File: config.mk
export PLATFORM = sky130hd
export DESIGN_NAME = link_rate_ctrl
export DESIGN_NICKNAME = d
export VERILOG_FILES = /design/src/rtl/lrc_pkg.sv /design/src/rtl/lrc_target.sv /design/src/rtl/lrc_rate_reg.sv /design/src/rtl/lrc_divider.sv /design/src/rtl/link_rate_ctrl.sv
export SDC_FILE = /design/constraint.sdc
export NUM_CORES = 1
export LEC_CHECK = 0
export CAP_MARGIN = 20
export CORE_ASPECT_RATIO = 1.5
export CORE_MARGIN = 1
export CORE_UTILIZATION = 36
export DETAILED_ROUTE_END_ITERATION = 10
export DONT_BUFFER_PORTS = 1
export PLACE_DENSITY = 0.51
export SLEW_MARGIN = 0
export SYNTH_ARGS = -nofsm -noshare
export SYNTH_HDL_FRONTEND = slang
export SYNTH_SLANG_ARGS = --single-unit
File: constraint.sdc
create_clock -name clk -period 4.4 [get_ports clk]
set_input_delay 0.88 -clock clk [delete_from_list [all_inputs] [get_ports clk]]
set_output_delay 0.88 -clock clk [all_outputs]
set_load 0.1 [all_outputs]
File: src/rtl/lrc_pkg.sv
package lrc_pkg;

    localparam int CODE_W     = 3;
    localparam int NUM_CODES  = 1 << CODE_W;
    // codes below FAST_TIERS divide by a power of two
    localparam int FAST_TIERS = 4;
    // first ratio of the slow tier, doubled per code step
    localparam int SLOW_BASE  = 20;
    // code used for the power-save rate and after reset
    localparam int PS_CODE    = 4;
    localparam int RESET_CODE = 4;
    localparam int MAX_DIV    = SLOW_BASE << (NUM_CODES - 1 - FAST_TIERS);
    localparam int CNT_W      = $clog2(MAX_DIV);

    typedef logic [CODE_W-1:0] rate_code_t;
    typedef logic [CNT_W-1:0]  bit_cnt_t;

    typedef struct packed {
        rate_code_t code;
        logic       reduced;
    } rate_sel_t;

    function automatic int unsigned div_of(rate_code_t c);
        if (int'(c) < FAST_TIERS)
            return 32'd1 << c;
        else
            return SLOW_BASE << (int'(c) - FAST_TIERS);
    endfunction

    function automatic logic above_ps_rate(rate_code_t c);
        return int'(c) < PS_CODE;
    endfunction

endpackage

File: src/rtl/lrc_target.sv
module lrc_target
    import lrc_pkg::*;
(
    input  rate_code_t cfg_rate,
    input  logic       cfg_psave,
    input  logic       next_null,
    output rate_sel_t  tgt
);

    logic substitute;

    always_comb begin
        substitute = cfg_psave && next_null && above_ps_rate(cfg_rate);
        if (substitute) begin
            tgt.code    = rate_code_t'(PS_CODE);
            tgt.reduced = 1'b1;
        end else begin
            tgt.code    = cfg_rate;
            tgt.reduced = 1'b0;
        end
    end

endmodule

File: src/rtl/lrc_rate_reg.sv
module lrc_rate_reg
    import lrc_pkg::*;
(
    input  logic      clk,
    input  logic      rst,
    input  logic      tok_end,
    input  rate_sel_t tgt,
    output rate_sel_t cur,
    output logic      restart
);

    rate_sel_t cur_q;

    assign restart = tok_end && (tgt.code != cur_q.code);
    assign cur     = cur_q;

    always_ff @(posedge clk) begin
        if (rst) begin
            cur_q.code    <= rate_code_t'(RESET_CODE);
            cur_q.reduced <= 1'b0;
        end else if (tok_end) begin
            cur_q <= tgt;
        end
    end

endmodule

File: src/rtl/lrc_divider.sv
module lrc_divider
    import lrc_pkg::*;
(
    input  logic       clk,
    input  logic       rst,
    input  logic       restart,
    input  rate_code_t code,
    output logic       bit_en
);

    bit_cnt_t term [NUM_CODES];
    bit_cnt_t cnt_q;
    logic     at_term;

    for (genvar g = 0; g < NUM_CODES; g++) begin : g_term
        assign term[g] = bit_cnt_t'(div_of(rate_code_t'(g)) - 1);
    end

    assign at_term = (cnt_q == term[code]);
    assign bit_en  = at_term;

    always_ff @(posedge clk) begin
        if (rst || restart || at_term)
            cnt_q <= '0;
        else
            cnt_q <= cnt_q + 1'b1;
    end

endmodule

File: src/rtl/link_rate_ctrl.sv
module link_rate_ctrl
    import lrc_pkg::*;
(
    input  logic       clk,
    input  logic       rst,
    input  logic [2:0] cfg_rate,
    input  logic       cfg_psave,
    input  logic       tok_end,
    input  logic       next_null,
    output logic       bit_en,
    output logic [2:0] rate_code,
    output logic       ps_active
);

    rate_sel_t tgt;
    rate_sel_t cur;
    logic      restart;

    lrc_target u_target (
        .cfg_rate (cfg_rate),
        .cfg_psave(cfg_psave),
        .next_null(next_null),
        .tgt      (tgt)
    );

    lrc_rate_reg u_rate (
        .clk    (clk),
        .rst    (rst),
        .tok_end(tok_end),
        .tgt    (tgt),
        .cur    (cur),
        .restart(restart)
    );

    lrc_divider u_div (
        .clk    (clk),
        .rst    (rst),
        .restart(restart),
        .code   (cur.code),
        .bit_en (bit_en)
    );

    assign rate_code = cur.code;
    assign ps_active = cur.reduced;

endmodule

==> flow_summary.json, run 1 <==
{
  "status": "finished clean",
  "slew_headroom_pct": 35.4,
  "routabilityCongestion": 0.714,
  "setup_viol": 0,
  "yosysWarnings": 0,
  "synth_top_family_by_area": "simple AND/OR/NAND/NOR gates",
  "die_area_um2": 2300,
  "start_util_pct": 37.9,
  "io_buffers": 0,
  "maxCapViolCount": 0,
  "drt_first_iter_violations": 6,
  "critPathArrivalTime_ns": 2.73,
  "synthCells": 87,
  "cts_made_buffers": 3,
  "grt_pass1_vias": 661,
  "synthSimpleGateAreaFrac_pct": 26.1,
  "viasPerCell": 5.90,
  "slowest_delay_ns": 0.63,
  "grt_max_degree": 13,
  "drc_errors": 0,
  "fp.dieW_um": 39.5,
  "synth_nets": 100,
  "cts-htree-levels": 1,
  "dr_total_vias": 678,
  "wl_mm": 1.66,
  "grt.overflow.total": 0,
  "slowest_stage": "nor4_4",
  "antenna_found_initial": 0,
  "synthMuxAreaShare_pct": 0,
  "io_pins": 13,
  "fin_skew_ns": 0.00333,
  "synth-xor-area-share_pct": 11.6,
  "syn_area_per_cell_um2": 8.72,
  "met2_usage_pct": 31.6,
  "firstDrtPassIters": 2,
  "num_rows": 20,
  "rsz0062_at_grt": "no",
  "crit_fanout": 9,
  "met3_usage_pct": 3.83,
  "cp-start-kind": "flip-flop",
  "crit_required_ns": 3.52,
  "coreArea_um2": 2000,
  "clk_latency_ns": 0.27,
  "cts_tree": "yes",
  "synth_compound_area_share_pct": 19.3,
  "cts_resized": 0,
  "vdd_drop_max_v": 0.000156,
  "syn_area_um2": 758,
  "cp_cell_sequence": "buf_4 > inv_1 > ha_1 > a2111oi_1 > a21oi_1 > nor4_4 > buf_16",
  "path_class": "flip-flop to output pin",
  "root_buffer": "clkbuf_4",
  "drtAntennaViolNets": 0,
  "cts_hold_repair.buffers": 0,
  "fmax_ghz": 0.277,
  "nNetsFinal": 107,
  "power_density_nw_per_um2": 298,
  "ys_seq_elements": 12,
  "met1_usage_pct": 17.9,
  "synthAdderAreaFrac_pct": 8.25,
  "chipHeight_um": 58.2,
  "slew_viol_final": 0,
  "min_period_ns": 3.61,
  "fin_crit_sh_pct": 82.0,
  "ys_seq_area_share_pct": 31.7,
  "worstMarginPinSlew_ns": 0.968,
  "end_kind": "output pin",
  "layout-drive-gt1-share_pct": 11.8,
  "power.leakage_nw": 0.311,
  "setup_tns_ns": 0,
  "cts_setup_buffers": 0,
  "clock_path_buffers": 2,
  "hold_viol": 0,
  "grt_pass1_wl_mm": 2.80,
  "power_uw": 258,
  "final_cell_mix": "12 x dfxtp_1, 9 x a21oi_1, 8 x nor4_1",
  "mostFrequentLayoutCell": "dfxtp_1",
  "grtUsageTotal_pct": 17.2,
  "hpwlAfterDp_mm": 1.31,
  "synth_cell_types": 32,
  "hold_path.class": "flip-flop to flip-flop",
  "cts_sinks": 12,
  "top_usage_layer": "met2",
  "routedWlPerCell_um": 14.4,
  "area_growth_syn_to_layout_pct": 13.9,
  "clkTransAtPathRegs_ns": 0.08,
  "n_antenna_cell": 0
}
-- registers in the layout, summed over array words and instances (netlist names) --
name and count:
u_rate.cur 4, u_div.cnt_q 8
-- area by class of cell --
| type | count | area [µm²] |
|---|---|---|
| inverter | 4 | 15.0 |
| multi-input combinational | 69 | 494 |
| timing repair buffer | 4 | 50.0 |
| clock buffer | 4 | 36.3 |
| sequential | 12 | 240 |
| fill | 218 | 1140 |
| tap | 22 | 27.5 |
-- through the flow --
| stage | util (%) | setup slack [ns] | cells | hold slack, ns | cell area, µm² |
|---|---|---|---|---|---|
| 4_1_cts | 43.1 | 0.766 | 115 | 0.523 | 863 |
| 5_1_grt | 43.1 | 0.653 | 115 | 0.568 | 863 |
| 3_3_place_gp | 41.3 | 1.11 | 111 | 0.521 | 827 |
| 2_1_floorplan | - | 0.181 | 87 | 0.473 | 758 |
| 3_5_place_dp | 41.3 | 1.08 | 111 | 0.511 | 827 |
| 6_report | 43.1 | 0.792 | 115 | 0.523 | 863 |
-- routing by layer --
metal,up-vias,wire length (µm)
met1,323,639
met4,0,18
met5,-,0
li1,339,-
met2,14,931
met3,2,68
-- where the power goes --
part / switching, mW / total (mW) / internal [mW]
Combinational: 0.0340 / 0.0516 / 0.0176
Sequential: 0.00540 / 0.117 / 0.112
Clock: 0.0383 / 0.0886 / 0.0503
Total: 0.0777 / 0.258 / 0.180
-- cells in the mapped netlist (all sizes together) --
cell type	number	share of area (%)
xnor2	6	6.9
a21o	2	2.0
a22oi	1	0.99
a2111oi	1	1.3
a211o	1	1.2
a211oi	1	0.99
a21boi	1	0.99
nor4	9	9.4
nor2b	3	2.5
a31oi	1	0.83
a31o	1	1.2
ha	5	8.3
o21ai	1	0.66
and3	1	0.99
o22ai	1	0.83
o221ai	1	1.2
nand4	1	0.83
dfxtp	12	32
a221o	1	1.3
a21oi	9	5.9
nand3	6	4.0
inv	4	2.0
xor2	4	4.6
nor3b	1	0.99
nor2	5	2.5
clkbuf	1	0.49
nand3b	1	0.99
nor4b	1	1.2
nor4bb	1	1.3
nand2	3	1.5
buf	1	0.66
-- cell families (layout without fill, tap and decap cells) --
kind of cell	after synthesis	in the layout
AO/OA/AOI/OAI	22	22
AND/OR/NAND/NOR	32	32
flip-flops	12	12
buffers and inverters	6	12
XOR/XNOR	10	10
adder cells (fa/ha/maj)	5	5
-- worst paths after layout --
path                                        to  slack (ns)  cells past startpoint           start
worst min register to register  u_div.cnt_q[0]        0.52                      1  u_div.cnt_q[0]
worst max register to register  u_div.cnt_q[7]        1.93                      7   u_rate.cur[1]
worst min-delay path            u_div.cnt_q[0]        0.52                      1  u_div.cnt_q[0]
worst max-delay path                    bit_en        0.79                      7   u_rate.cur[1]
-- worst max-delay path: cells and delay by family (launching register included) --
family	cells	cell delay, ns
buffers and inverters	3	0.72
AND/OR/NAND/NOR	1	0.63
AO/OA/AOI/OAI	2	0.51
flip-flops	1	0.31
adder cells (fa/ha/maj)	1	0.28
Power figures use the tool's default switching activity.
==> run 2: changes to the inputs <==
==> constraint.sdc (replaced) <==
create_clock -name clk -period 3.35 [get_ports clk]
set_input_delay 0.67 -clock clk [delete_from_list [all_inputs] [get_ports clk]]
set_output_delay 0.67 -clock clk [all_outputs]
set_load 0.1 [all_outputs]
==> run 2 against run 1 <==
Combinational power rose by 5.4%. Routed wire length shrank 1.2%. Sequential power rose by 41%. Critical endpoint unchanged. Worst hold slack lost 0.071 ns. Largest cell class unchanged.
==> flow_summary.json, run 2 (same netlist as run 1, synthesis figures left out) <==
{
  "slowest_stage": "dfxtp_4",
  "power.leakage_nw": 0.289,
  "nNetsFinal": 105,
  "path_buf_inv": 2,
  "postPlaceCellArea_um2": 801,
  "antenna_found_initial": 0,
  "io_buffers": 0,
  "firstDrtPassIters": 4,
  "area_growth_syn_to_layout_pct": 9.08,
  "start_util_pct": 37.9,
  "critPathArrivalTime_ns": 2.37,
  "hold_depth": 1,
  "grt_max_degree": 13,
  "rsz0062_at_grt": "no",
  "power_uw": 310,
  "routedWlPerCell_um": 14.5,
  "hold_viol": 0,
  "r2r_cells": 8,
  "cp_cell_sequence": "inv_2 > ha_1 > nor2b_1 > xnor2_1 > o221ai_1 > nor4_4 > buf_4",
  "dr_total_vias": 662,
  "root_buffer": "clkbuf_4",
  "min_period_ns": 3.04,
  "cts-htree-levels": 1,
  "cp-start-kind": "flip-flop",
  "ff2ff_setup_slack_ns": 0.96,
  "slew_viol_final": 0,
  "fin_util_pct": 41.3,
  "post-route-cell-area_um2": 827,
  "n_antenna_cell": 0,
  "status": "finished clean",
  "drc_errors": 0,
  "viasPerCell": 5.86,
  "largest_reg_flops": 8,
  "final_cell_mix": "9 x a21oi_1, 9 x dfxtp_1, 8 x nor4_1",
  "hold_end": "u_rate.cur[2]",
  "io_pins": 13,
  "worstMarginPinSlew_ns": 0.954,
  "worstReg2RegEnd": "u_div.cnt_q[3]",
  "timing.rr.start": "u_rate.cur[1]",
  "crit_required_ns": 2.68,
  "cts_resized": 0,
  "layout-drive-gt1-share_pct": 14.3,
  "die_area_um2": 2300,
  "slew_headroom_pct": 36.3,
  "top_register": "u_div.cnt_q",
  "pre_cts_ws_ns": 0.588,
  "grt_pass1_wl_mm": 2.77,
  "cts_tree": "yes",
  "coreArea_um2": 2000,
  "grt.overflow.total": 0,
  "setup_tns_ns": 0,
  "num_rows": 20,
  "drtAntennaViolNets": 0,
  "grt_pass1_vias": 645,
  "hold_path.class": "input port to flip-flop",
  "drt_first_iter_violations": 13,
  "fp.dieW_um": 39.5,
  "hpwlAfterDp_mm": 1.26,
  "setup_viol": 0,
  "fin_crit_sh_pct": 90.9,
  "maxCapViolCount": 0,
  "clk_latency_ns": 0.27,
  "fin_skew_ns": 0.00244,
  "grtUsageTotal_pct": 17.1,
  "vdd_drop_max_v": 0.000189,
  "slowest_delay_ns": 0.57,
  "cts_hold_repair.buffers": 0,
  "path_delay_family": "flip-flops",
  "setup_slack_ns": 0.306,
  "end_kind": "output pin",
  "chipHeight_um": 58.2,
  "power_density_nw_per_um2": 375,
  "cts_sinks": 12,
  "clock_path_buffers": 2,
  "wl_mm": 1.64,
  "path_class": "flip-flop to output pin",
  "crit_fanout": 9,
  "hp-start": "rst",
  "fmax_ghz": 0.329,
  "clkTransAtPathRegs_ns": 0.08,
  "routabilityCongestion": 0.727,
  "cts_made_buffers": 3,
  "cts_setup_buffers": 0
}
run 2: area by class of cell:
| cell class | instances | area [µm²] |
|---|---|---|
| Inverter | 4 | 15.0 |
| Clock buffer | 3 | 22.5 |
| Fill cell | 228 | 1170 |
| Sequential cell | 12 | 249 |
| Tap cell | 22 | 27.5 |
| Clock inverter | 1 | 3.75 |
| Multi-Input combinational cell | 69 | 494 |
| Timing Repair Buffer | 2 | 15.0 |
run 2: per-stage QoR:
stage               hold slack [ns]  std cells
global placement              0.523        109
finish                        0.453        113
global route                  0.433        113
detailed placement            0.526        109
floorplan                     0.473         87
CTS                           0.440        113
run 2: how the worst max path moves through the flow:
stage	startpoint	end	slack, ns	cells after the start
floorplan	u_rate.cur[1]	bit_en	0.04	6
finish	u_rate.cur[1]	bit_en	0.31	7
global route	u_rate.cur[1]	bit_en	0.15	7
CTS	u_rate.cur[1]	bit_en	0.29	7
detailed placement	u_rate.cur[1]	bit_en	0.59	7
global placement	u_rate.cur[1]	bit_en	0.62	7
run 2: per-layer routing:
metal | share of wire (%) | GRT usage [%] | vias to the layer above
met3 | 4.3 | 4.21 | 2
met5 | 0 | 0 | -
met2 | 52 | 29.5 | 13
met1 | 42 | 18.7 | 308
li1 | - | - | 339
met4 | 1.0 | 7.39 | 0
run 2: power by group:
group | switching (mW) | leakage (nW) | internal (mW)
Clock | 0.0477 | 0.0154 | 0.0430
Sequential | 0.0179 | 0.0987 | 0.147
Combinational | 0.0341 | 0.175 | 0.0203
Total | 0.0997 | 0.289 | 0.210
